<file path="config.mk">
export PLATFORM = sky130hd
export DESIGN_NAME = xbar_stream_switch
export DESIGN_NICKNAME = d
export VERILOG_FILES = /design/src/rtl/xbar_sw_pkg.sv /design/src/rtl/xbar_rr_pick.sv /design/src/rtl/xbar_spill_slot.sv /design/src/rtl/xbar_stream_switch.sv
export SDC_FILE = /design/constraint.sdc
export NUM_CORES = 1
export LEC_CHECK = 0
export CORE_MARGIN = 8
export CORE_UTILIZATION = 49
export DETAILED_ROUTE_END_ITERATION = 6
export PLACE_DENSITY = 0.95
export RECOVER_POWER = 50
export SLEW_MARGIN = 10
export SYNTH_ARGS = -nofsm -noshare
export SYNTH_HDL_FRONTEND = slang
export SYNTH_SLANG_ARGS = --single-unit
</file>
<file path="constraint.sdc">
create_clock -name clk_i -period 7.42 [get_ports clk_i]
set_input_delay 1.484 -clock clk_i [delete_from_list [all_inputs] [get_ports clk_i]]
set_output_delay 1.484 -clock clk_i [all_outputs]
set_load 0.005 [all_outputs]
</file>
<file path="src/rtl/xbar_sw_pkg.sv">
package xbar_sw_pkg;

  // Width of a binary index over n items, never below one bit.
  function automatic int unsigned idx_bits(input int unsigned n);
    return (n > 1) ? $clog2(n) : 1;
  endfunction

endpackage

</file>
<file path="src/rtl/xbar_rr_pick.sv">
module xbar_rr_pick
  import xbar_sw_pkg::*;
#(
  parameter int unsigned NumReq  = 4,
  parameter bit          LockIn  = 1'b1,
  parameter bit          ExtPrio = 1'b0,
  localparam int unsigned IdxW   = idx_bits(NumReq)
) (
  input  logic              clk_i,
  input  logic              rst_ni,
  input  logic              flush_i,
  input  logic [NumReq-1:0] req_i,
  input  logic [IdxW-1:0]   prio_i,
  input  logic              take_i,
  output logic [NumReq-1:0] gnt_o,
  output logic [IdxW-1:0]   win_o,
  output logic              any_o
);

  logic [IdxW-1:0] ptr_q, hold_idx_q, start, pick, win;
  logic            hold_q, held, found;
  int unsigned     cand;

  // Cyclic search for the first requester at or after the start index.
  always_comb begin
    start = ExtPrio ? prio_i : ptr_q;
    pick  = '0;
    found = 1'b0;
    cand  = 0;
    for (int unsigned k = 0; k < NumReq; k++) begin
      cand = (32'(start) + k) % NumReq;
      if (!found && req_i[cand]) begin
        found = 1'b1;
        pick  = IdxW'(cand);
      end
    end
  end

  assign held  = LockIn && hold_q && req_i[hold_idx_q];
  assign win   = held ? hold_idx_q : pick;
  assign any_o = |req_i;
  assign win_o = win;
  assign gnt_o = any_o ? (NumReq'(1) << win) : '0;

  always_ff @(posedge clk_i or negedge rst_ni) begin
    if (!rst_ni) begin
      ptr_q      <= '0;
      hold_q     <= 1'b0;
      hold_idx_q <= '0;
    end else if (flush_i) begin
      ptr_q      <= '0;
      hold_q     <= 1'b0;
      hold_idx_q <= '0;
    end else if (any_o && take_i) begin
      ptr_q  <= (32'(win) == NumReq - 1) ? '0 : win + IdxW'(1);
      hold_q <= 1'b0;
    end else begin
      hold_q     <= any_o && LockIn;
      hold_idx_q <= win;
    end
  end

endmodule

</file>
<file path="src/rtl/xbar_spill_slot.sv">
module xbar_spill_slot #(
  parameter int unsigned Width = 8
) (
  input  logic             clk_i,
  input  logic             rst_ni,
  input  logic             in_valid_i,
  output logic             in_ready_o,
  input  logic [Width-1:0] in_data_i,
  output logic             out_valid_o,
  input  logic             out_ready_i,
  output logic [Width-1:0] out_data_o
);

  logic             a_full, b_full;
  logic [Width-1:0] a_q, b_q;
  logic             a_fill, a_drain, b_fill, b_drain;

  // Ready comes only from occupancy, never from out_ready_i.
  assign in_ready_o  = !a_full || !b_full;
  assign a_fill      = in_valid_i && in_ready_o;
  assign a_drain     = a_full && !b_full;
  assign b_fill      = a_drain && !out_ready_i;
  assign b_drain     = b_full && out_ready_i;
  assign out_valid_o = a_full || b_full;
  assign out_data_o  = b_full ? b_q : a_q;

  always_ff @(posedge clk_i or negedge rst_ni) begin
    if (!rst_ni) begin
      a_full <= 1'b0;
      a_q    <= '0;
    end else if (a_fill) begin
      a_full <= 1'b1;
      a_q    <= in_data_i;
    end else if (a_drain) begin
      a_full <= 1'b0;
    end
  end

  always_ff @(posedge clk_i or negedge rst_ni) begin
    if (!rst_ni) begin
      b_full <= 1'b0;
      b_q    <= '0;
    end else if (b_fill) begin
      b_full <= 1'b1;
      b_q    <= a_q;
    end else if (b_drain) begin
      b_full <= 1'b0;
    end
  end

endmodule

</file>
<file path="src/rtl/xbar_stream_switch.sv">
module xbar_stream_switch
  import xbar_sw_pkg::*;
#(
  parameter int unsigned NumIn   = 4,
  parameter int unsigned NumOut  = 3,
  parameter int unsigned DataW   = 8,
  parameter bit          Spill   = 1'b0,
  parameter bit          ExtPrio = 1'b0,
  parameter bit          LockIn  = 1'b1,
  localparam int unsigned SelW   = idx_bits(NumOut),
  localparam int unsigned IdxW   = idx_bits(NumIn)
) (
  input  logic                         clk_i,
  input  logic                         rst_ni,
  input  logic                         flush_i,
  input  logic [NumOut-1:0][IdxW-1:0]  prio_i,
  input  logic [NumIn-1:0][DataW-1:0]  in_data_i,
  input  logic [NumIn-1:0][SelW-1:0]   in_sel_i,
  input  logic [NumIn-1:0]             in_valid_i,
  output logic [NumIn-1:0]             in_ready_o,
  output logic [NumOut-1:0][DataW-1:0] out_data_o,
  output logic [NumOut-1:0][IdxW-1:0]  out_src_o,
  output logic [NumOut-1:0]            out_valid_o,
  input  logic [NumOut-1:0]            out_ready_i
);

  localparam int unsigned SlotW = IdxW + DataW;

  logic [NumOut-1:0][NumIn-1:0] req, gnt;
  logic [NumOut-1:0][IdxW-1:0]  win;
  logic [NumOut-1:0]            any, stage_rdy;
  logic [NumOut-1:0][SlotW-1:0] cand, slot;

  // Request matrix: producer i asks for consumer j.
  always_comb begin
    for (int j = 0; j < int'(NumOut); j++) begin
      for (int i = 0; i < int'(NumIn); i++) begin
        req[j][i] = in_valid_i[i] && (32'(in_sel_i[i]) == 32'(j));
      end
    end
  end

  for (genvar j = 0; j < NumOut; j++) begin : g_port
    xbar_rr_pick #(
      .NumReq  (NumIn),
      .LockIn  (LockIn),
      .ExtPrio (ExtPrio)
    ) i_pick (
      .clk_i   (clk_i),
      .rst_ni  (rst_ni),
      .flush_i (flush_i),
      .req_i   (req[j]),
      .prio_i  (prio_i[j]),
      .take_i  (stage_rdy[j]),
      .gnt_o   (gnt[j]),
      .win_o   (win[j]),
      .any_o   (any[j])
    );

    assign cand[j] = {win[j], in_data_i[win[j]]};

    if (Spill) begin : g_stage
      xbar_spill_slot #(
        .Width (SlotW)
      ) i_slot (
        .clk_i       (clk_i),
        .rst_ni      (rst_ni),
        .in_valid_i  (any[j]),
        .in_ready_o  (stage_rdy[j]),
        .in_data_i   (cand[j]),
        .out_valid_o (out_valid_o[j]),
        .out_ready_i (out_ready_i[j]),
        .out_data_o  (slot[j])
      );
    end else begin : g_direct
      assign out_valid_o[j] = any[j];
      assign stage_rdy[j]   = out_ready_i[j];
      assign slot[j]        = cand[j];
    end

    assign out_src_o[j]  = slot[j][SlotW-1 -: IdxW];
    assign out_data_o[j] = slot[j][DataW-1:0];
  end

  // A producer is ready when its arbiter grants it and the port can take.
  always_comb begin
    in_ready_o = '0;
    for (int j = 0; j < int'(NumOut); j++) begin
      for (int i = 0; i < int'(NumIn); i++) begin
        if (gnt[j][i] && stage_rdy[j]) in_ready_o[i] = 1'b1;
      end
    end
  end

endmodule

</file>
# Word level (Yosys, flattened, before mapping)
# Cells that the tools add are included.
[totals] out_inout_bits=37 ff_bits=15 elab_cells=210 input_bits=56
[op_classes] shift=3 mux=96 reduce_logical=58 n_eq_ne=14 magnitude_cmp=18 n_addsub=12
[ops] cell="2-bit 2-to-1 mux" n=30
[ops] cell="2-bit by 3-bit < comparator with 1-bit output (second input constant)" n=18
[ops] cell="8-bit binary-select mux with 2-bit select" n=3
[ops] cell="1-bit 2-to-1 mux" n=42
[ops] cell="1-bit logical AND" n=39
[ops] cell="1-bit binary-select mux with 2-bit select" n=15
[ops] cell="8-bit 2-to-1 mux" n=3
[ops] cell="2-bit equality test (second input constant)" n=7
[ops] cell="2-bit by 1-bit adder with 2-bit output (second input constant)" n=6
[ops] cell="2-bit adder (second input constant)" n=6
[ops] cell="4-bit 2-to-1 mux" n=3
[ops] cell="4-bit OR reduction" n=3
[ops] cell="1-bit by 2-bit << shifter with 4-bit output (first input constant)" n=3
[ops] cell="1-bit zero test" n=9
[ops] cell="2-bit by 1-bit equality test with 1-bit output (second input constant)" n=4
[ops] cell="2-bit zero test" n=4
[ops] cell="2-bit != test (second input constant)" n=3
[ops] cell="2-bit nonzero test" n=3

# Logic depth before layout (Yosys ltp)
[logic_depth] word_depth=21 mapped_depth=10

# Hierarchy
# From an unflattened synthesis, not the netlist that was laid out.
[unflattened] cells_unflattened=221 hier_area_um2=2377.3
[modules_own_cells] mod="xbar_rr_pick" cells_each=56 area_each_um2=545.5 instances=3 seq_area_each_um2=125.1
[modules_own_cells] mod="xbar_stream_switch" cells_each=53 area_each_um2=740.7 instances=1 seq_area_each_um2=0.0

# Worst setup path before layout
# OpenSTA, ideal clock, no wires.
[synth_timing] path_kind="input-to-output" from="input in_sel_i[0] (netlist name)" to="output in_ready_o[1]" required_time_ps=5936 t_arrival_ps=3092 setup_slack_ps=2844 path_stages=9 path_cell_list="buf_2 -> or4b_4 -> a21oi_2 -> or2_2 -> o21ai_2 -> buf_6 -> ha_1 -> a22oi_1 -> nand2_1"
[synth_between] elab_chain_cells=21 word_cells_on_any_way=96
[synth_lines] item="start: declaration" line="xbar_stream_switch.sv:18" rtl="input logic [NumIn-1:0][SelW-1:0] in_sel_i,"
[synth_lines] item="2-bit zero test" line="xbar_stream_switch.sv:38" rtl="req[j][i] = in_valid_i[i] && (32'(in_sel_i[i]) == 32'(j));"
[synth_lines] item="1-bit logical AND" line="xbar_stream_switch.sv:38"
[synth_lines] item="1-bit binary-select mux with 2-bit select" line="xbar_rr_pick.sv:32" rtl="if (!found && req_i[cand]) begin"
[synth_lines] item="1-bit 2-to-1 mux (implied by the code)" line="xbar_rr_pick.sv:32"
[synth_lines] item="1-bit 2-to-1 mux" line="xbar_rr_pick.sv:32"
[synth_lines] item="1-bit zero test" line="xbar_rr_pick.sv:32"
[synth_lines] item="1-bit logical AND" line="xbar_rr_pick.sv:32"
[synth_lines] item="1-bit 2-to-1 mux" line="xbar_rr_pick.sv:32"
[synth_lines] item="[... 4 more ...]"
[synth_lines] item="1-bit logical AND" line="xbar_rr_pick.sv:32"
[synth_lines] item="2-bit 2-to-1 mux" line="xbar_rr_pick.sv:32"
[synth_lines] item="2-bit 2-to-1 mux" line="xbar_rr_pick.sv:40" rtl="assign win = held ? hold_idx_q : pick;"
[synth_lines] item="1-bit by 2-bit << shifter with 4-bit output" line="xbar_rr_pick.sv:43" rtl="assign gnt_o = any_o ? (NumReq'(1) << win) : '0;"
[synth_lines] item="4-bit 2-to-1 mux" line="xbar_rr_pick.sv:43"
[synth_lines] item="1-bit logical AND" line="xbar_stream_switch.sv:90" rtl="if (gnt[j][i] && stage_rdy[j]) in_ready_o[i] = 1'b1;"
[synth_lines] item="1-bit 2-to-1 mux (2 in a row)" line="xbar_stream_switch.sv:90"
[synth_lines] item="1-bit 2-to-1 mux *" line="xbar_stream_switch.sv:90"
[synth_lines] item="end: declaration" line="xbar_stream_switch.sv:20" rtl="output logic [NumIn-1:0] in_ready_o,"
# Every way passes the cells marked *; elsewhere a longest branch is shown, timed or not. The select of a mux whose other input is x is not followed.

# Worst setup path after layout
[layout_timing] from="input in_valid_i[3]" to="output in_ready_o[1]"
[layout_between] elab_chain_cells=20 word_cells_on_any_way=93
[layout_lines] item="start: declaration" line="xbar_stream_switch.sv:19" rtl="input logic [NumIn-1:0] in_valid_i,"
[layout_lines] item="1-bit logical AND" line="xbar_stream_switch.sv:38"
[layout_lines] item="1-bit binary-select mux with 2-bit select" line="xbar_rr_pick.sv:32"
[layout_lines] item="1-bit 2-to-1 mux (implied by the code)" line="xbar_rr_pick.sv:32"
[layout_lines] item="1-bit 2-to-1 mux" line="xbar_rr_pick.sv:32"
[layout_lines] item="1-bit zero test" line="xbar_rr_pick.sv:32"
[layout_lines] item="1-bit logical AND" line="xbar_rr_pick.sv:32"
[layout_lines] item="1-bit 2-to-1 mux" line="xbar_rr_pick.sv:32"
[layout_lines] item="1-bit zero test" line="xbar_rr_pick.sv:32"
[layout_lines] item="[... 3 more ...]"
[layout_lines] item="1-bit logical AND" line="xbar_rr_pick.sv:32"
[layout_lines] item="2-bit 2-to-1 mux" line="xbar_rr_pick.sv:32"
[layout_lines] item="2-bit 2-to-1 mux" line="xbar_rr_pick.sv:40"
[layout_lines] item="1-bit by 2-bit << shifter with 4-bit output" line="xbar_rr_pick.sv:43"
[layout_lines] item="4-bit 2-to-1 mux" line="xbar_rr_pick.sv:43"
[layout_lines] item="1-bit logical AND" line="xbar_stream_switch.sv:90"
[layout_lines] item="1-bit 2-to-1 mux (2 in a row)" line="xbar_stream_switch.sv:90"
[layout_lines] item="1-bit 2-to-1 mux *" line="xbar_stream_switch.sv:90"
# Marked as above.

==> results.txt <==
- Run status: completed
* Die span in x: a little under 90 um
- Tracing the worst setup path back leads to its startpoint at in_valid_i[3].
- Final number of max-transition violations: 0
- Startpoint Class: primary input
* Buffers inserted by post-CTS timing repair: 0
- Kind of critical path: primary input to primary output
* Clock tree from TritonCTS: yes
- Counting instances, the worst hold path has a depth of 2.
* Total iterations of the first detailed-routing run: 4
- Clock Tree Buf Depth: 2
- Area share of the largest cell type after synthesis: 0.151
* Total routed wirelength: 8.38 mm
* Hold endpoint: g_port[0].i_pick.ptr_q[0]
- Detailed-route DRC error count: 0
- Adding up every negative setup slack in the final design gives 0 ns.
* Post-synthesis sequential element count: 15
* Crit path time final: 6.68 ns
* Core region area: 0.00501 sq mm
- Period Utilization, post-route: 0.900
* FP Rows: 26
- Worst-margin pin slew: about 1.3 ns
- Buffers inserted to repair hold after CTS numbered 0.
- Clock root cell: sky130_fd_sc_hd__clkbuf_8
* Layout overhead on the synthesized area: 34.8%
* IR drop worst, VDD: 0.131 mV
- Cell internal power was estimated by the tool at about 0.25 mW.
- Of the total power, combinational logic draws 0.576.
- Post-synthesis cell area: between 0.002 and 0.0025 sq mm
* Buffering stage count on the worst path with inverters included: 2
- In this run the worst hold path is classified as flip-flop to flip-flop.
- Headroom to the max-slew limit came out at 0.0970.
- Leftover overflow at the end of global routing: 0
* Highest achievable clock rate: 150 MHz
- Depth of the worst register-to-register path: 6
- The floorplan step set the die height to 87.3 um.
- Detailed Place HPWL: about 6.5 mm
- Via-to-Cell Ratio: 6.33
- Inst Count DP: 421
* Insertion delay to the later sink of the worst-skew pair: 0.25 ns
- Top Ports: 93
- PostCTS Resize Cnt: 0
- After detailed routing, the average wire length per cell comes to 19.7 um.
- Hold is met by 0.605 ns.
- The number of antenna diodes in the final layout is 0.
- On the worst path, the slowest cell contributes a delay of around 1.1 ns.
* Final Hold Vio Count: 0
* Number of buffer cells added on primary ports: 86
- Data on the critical path arrives at its endpoint at 5.20 ns.
* Antenna violations before repair: 0
- The startpoint identified for the worst hold timing path is g_port[0].i_pick.ptr_q[0].
- The congestion estimate from routability-driven global placement came to roughly 0.91.
- Of all flip-flops after synthesis, the portion carrying an async set or reset was 1.00.
- At the worst endpoint, the required time is between 5 and 6 ns.
- Final-stage net count: 418
- The floorplan step defined a die boundary enclosing 0.00762 sq mm.
- Number of enable-type register cells in the synthesized netlist: 0
- CP Max Fanout: 17
- The analysis attributes to net switching a power of 0.131 mW.
- Number of filler cells placed in the layout: about 420
- CTS sink count: 15
* Mean Syn Cell Area: 8.87 sq um
- In this run the critical register-to-register path is launched from g_port[1].i_pick.hold_idx_q[0].
* Post-Syn Instances: 281
* Sequential cell area in the final layout: 375 sq um
* Total CTS buffers: 3
* Cell type with the highest occurrence count on the critical path: sky130_fd_sc_hd__nand2_1
- Area of combinational cells with multiple inputs: 0.00193 sq mm
- H-Tree Level Count: 1
- Total number of vias: roughly 2700
- For this design, the slowest cell found on the critical path is sky130_fd_sc_hd__o211ai_1.
- Category of the worst setup path capture point: primary output
- Leading cell types by total area after synthesis: sky130_fd_sc_hd__dfrtp_1, sky130_fd_sc_hd__mux2i_1, sky130_fd_sc_hd__mux4_2, sky130_fd_sc_hd__nand2_1, sky130_fd_sc_hd__mux2_4
- Of the total power, registers draw 0.250.
- The count of nets left with antenna violations once routing finished came out at 0.
- Ys flop type: sky130_fd_sc_hd__dfrtp_1
* Share of cells above drive strength 1: 0.115
* Initial core utilization: 0.497
- Power spread over the standard cell area amounts to 113 mW/mm^2.
- Setup Skew: approximately 0.0021 ns
* Final instance count without filler cells: between 400 and 500
* Maxcap violations: 0
- Count of unique library cells instantiated by Yosys: 71
- Global-route wire length before repair: 13.3 mm
- The worst register-to-register path has a setup slack of 4.14 ns.
* Critical path, cell by cell: dlygate4sd3_1 -> and4b_1 -> o211ai_1 -> nand2_1 -> o21ai_4 -> ha_1 -> nand2_1 -> nand2_1 -> clkdlybuf4s50_1
- Via count of the first global-routing pass: ~2700
- RSZ-0062 raised after global routing: no
- For this design the static power due to leakage is 1.36 nW.
- Of the total power, the share spent switching nets is 0.345.
- DRT iter0 DRCs: 224
- Setup violations remaining at the end of the flow were counted as 0.
* Yosys warning count: 0
* Clock-pin slew of the registers on the worst-case setup and hold paths: 0.06 ns
* Sequential cell area fraction in the yosys report: 0.151
- Entering global routing, the biggest net connects 21 pins.
* Synthesized Nets: 343
- Synth area leader: sky130_fd_sc_hd__dfrtp_1
- In this design, the largest share of critical-path delay is due to compound AO/OA/AOI/OAI gates.
- Clk network pwr share: 0.174
* Total global-route track usage: 0.215
- The endpoint identified for the worst register-to-register timing path is g_port[1].i_pick.ptr_q[1].
[power by group through the flow]
stage	Sequential, mW	Clock, mW	Combinational (mW)
after floorplan	0.0932	0	0.118
after global placement	0.0952	0	0.212
after detailed placement	0.0960	0	0.219
after CTS	0.0947	0.0683	0.220
after global routing	0.0955	0.0707	0.234
final	0.0951	0.0661	0.219
[worst max-delay path by stage]
| stage | end | cells after the start | slack, ns |
|---|---|---|---|
| 3_5_place_dp | in_ready_o[1] | 9 | 1.38 |
| 6_report | in_ready_o[1] | 9 | 0.74 |
| 4_1_cts | in_ready_o[1] | 9 | 1.34 |
| 3_3_place_gp | in_ready_o[1] | 9 | 1.47 |
| 2_1_floorplan | in_ready_o[1] | 9 | 2.84 |
| 5_1_grt | in_ready_o[1] | 9 | 0.59 |
[metal layers]
layer  track usage  wire (um)  vias to the layer above
met5             0          0                        -
met4        0.0828        239                        0
met3        0.0368        589                       26
met2         0.379       4370                      118
met1         0.249       3180                     1306
li1              -          -                     1242
[per-stage QoR]
stage                     utilization  total power [mW]  setup WS [ns]  cell area [sq um]
after floorplan                     -             0.211           2.84               2490
after global placement          0.666             0.308           1.47               3340
after detailed placement        0.666             0.315           1.38               3340
after CTS                       0.675             0.383           1.34               3380
after global routing            0.670             0.400          0.588               3360
final                           0.670             0.380          0.740               3360
[cell usage in the layout (no fill, tap or decap), drive strengths merged, types with 4 or more instances in the layout]
| cell | n |
|---|---|
| mux4 | 8 |
| o211ai | 6 |
| o21ai | 12 |
| o22ai | 18 |
| and4b | 4 |
| nor3b | 5 |
| mux2 | 9 |
| clkdlybuf4s50 | 79 |
| nor2 | 10 |
| dlygate4sd3 | 7 |
| ha | 6 |
| dfrtp | 15 |
| a21oi | 7 |
| mux2i | 26 |
| a211oi | 7 |
| inv | 10 |
| clkbuf | 4 |
| nand3b | 8 |
| and3b | 4 |
| nand2 | 47 |
| nand2b | 5 |
[kinds of logic (layout without fill, tap and decap cells)]
group,count (synthesis),in the layout,share of synthesized area
AO/OA/AOI/OAI,72,72,0.232
adder cells (fa/ha/maj),6,6,0.0301
buffers and inverters,29,103,0.0693
flip-flops,15,15,0.151
multiplexers,43,43,0.230
AND/OR/NAND/NOR,116,116,0.288
[Yosys cell counts, drive strengths merged (2+ instances only)]
master / n
nand2: 47
mux2i: 26
o22ai: 18
dfrtp: 15
buf: 14
o21ai: 12
inv: 10
nor2: 10
mux2: 9
mux4: 8
nand3b: 8
a211oi: 7
a21oi: 7
ha: 6
o211ai: 6
clkbuf: 5
nand2b: 5
nor3b: 5
and3b: 4
and4b: 4
and2: 3
and4bb: 3
nand4: 3
nor4: 3
o211a: 3
o21a: 3
a311oi: 2
and4: 2
nand4bb: 2
nor2b: 2
nor4b: 2
o21ba: 2
o221a: 2
o221ai: 2
or3b: 2
or4b: 2
or4bb: 2
[final cells by class]
cell class,instances,share of cell area
flip-flops and latches,15,0.112
clock buffers,4,0.0134
inverters,10,0.0112
well taps,70,0.0261
multi-input cells,237,0.574
repair buffers,89,0.263
[worst reg2reg max path: stages (launching register included)]
cell and delay (ns):
sky130_fd_sc_hd__dfrtp_1 0.45, sky130_fd_sc_hd__and4bb_2 0.28, sky130_fd_sc_hd__o211ai_1 1.04, sky130_fd_sc_hd__nand2_1 0.35
sky130_fd_sc_hd__o21ai_4 0.53, sky130_fd_sc_hd__ha_1 0.34, sky130_fd_sc_hd__a211oi_1 0.19
[registers in the layout (all words and copies together) (netlist names)]
| register | cells |
|---|---|
| g_port.i_pick.hold_q | 3 |
| g_port.i_pick.hold_idx_q | 6 |
| g_port.i_pick.ptr_q | 6 |
Note: power is estimated with default switching activity, not from simulation.
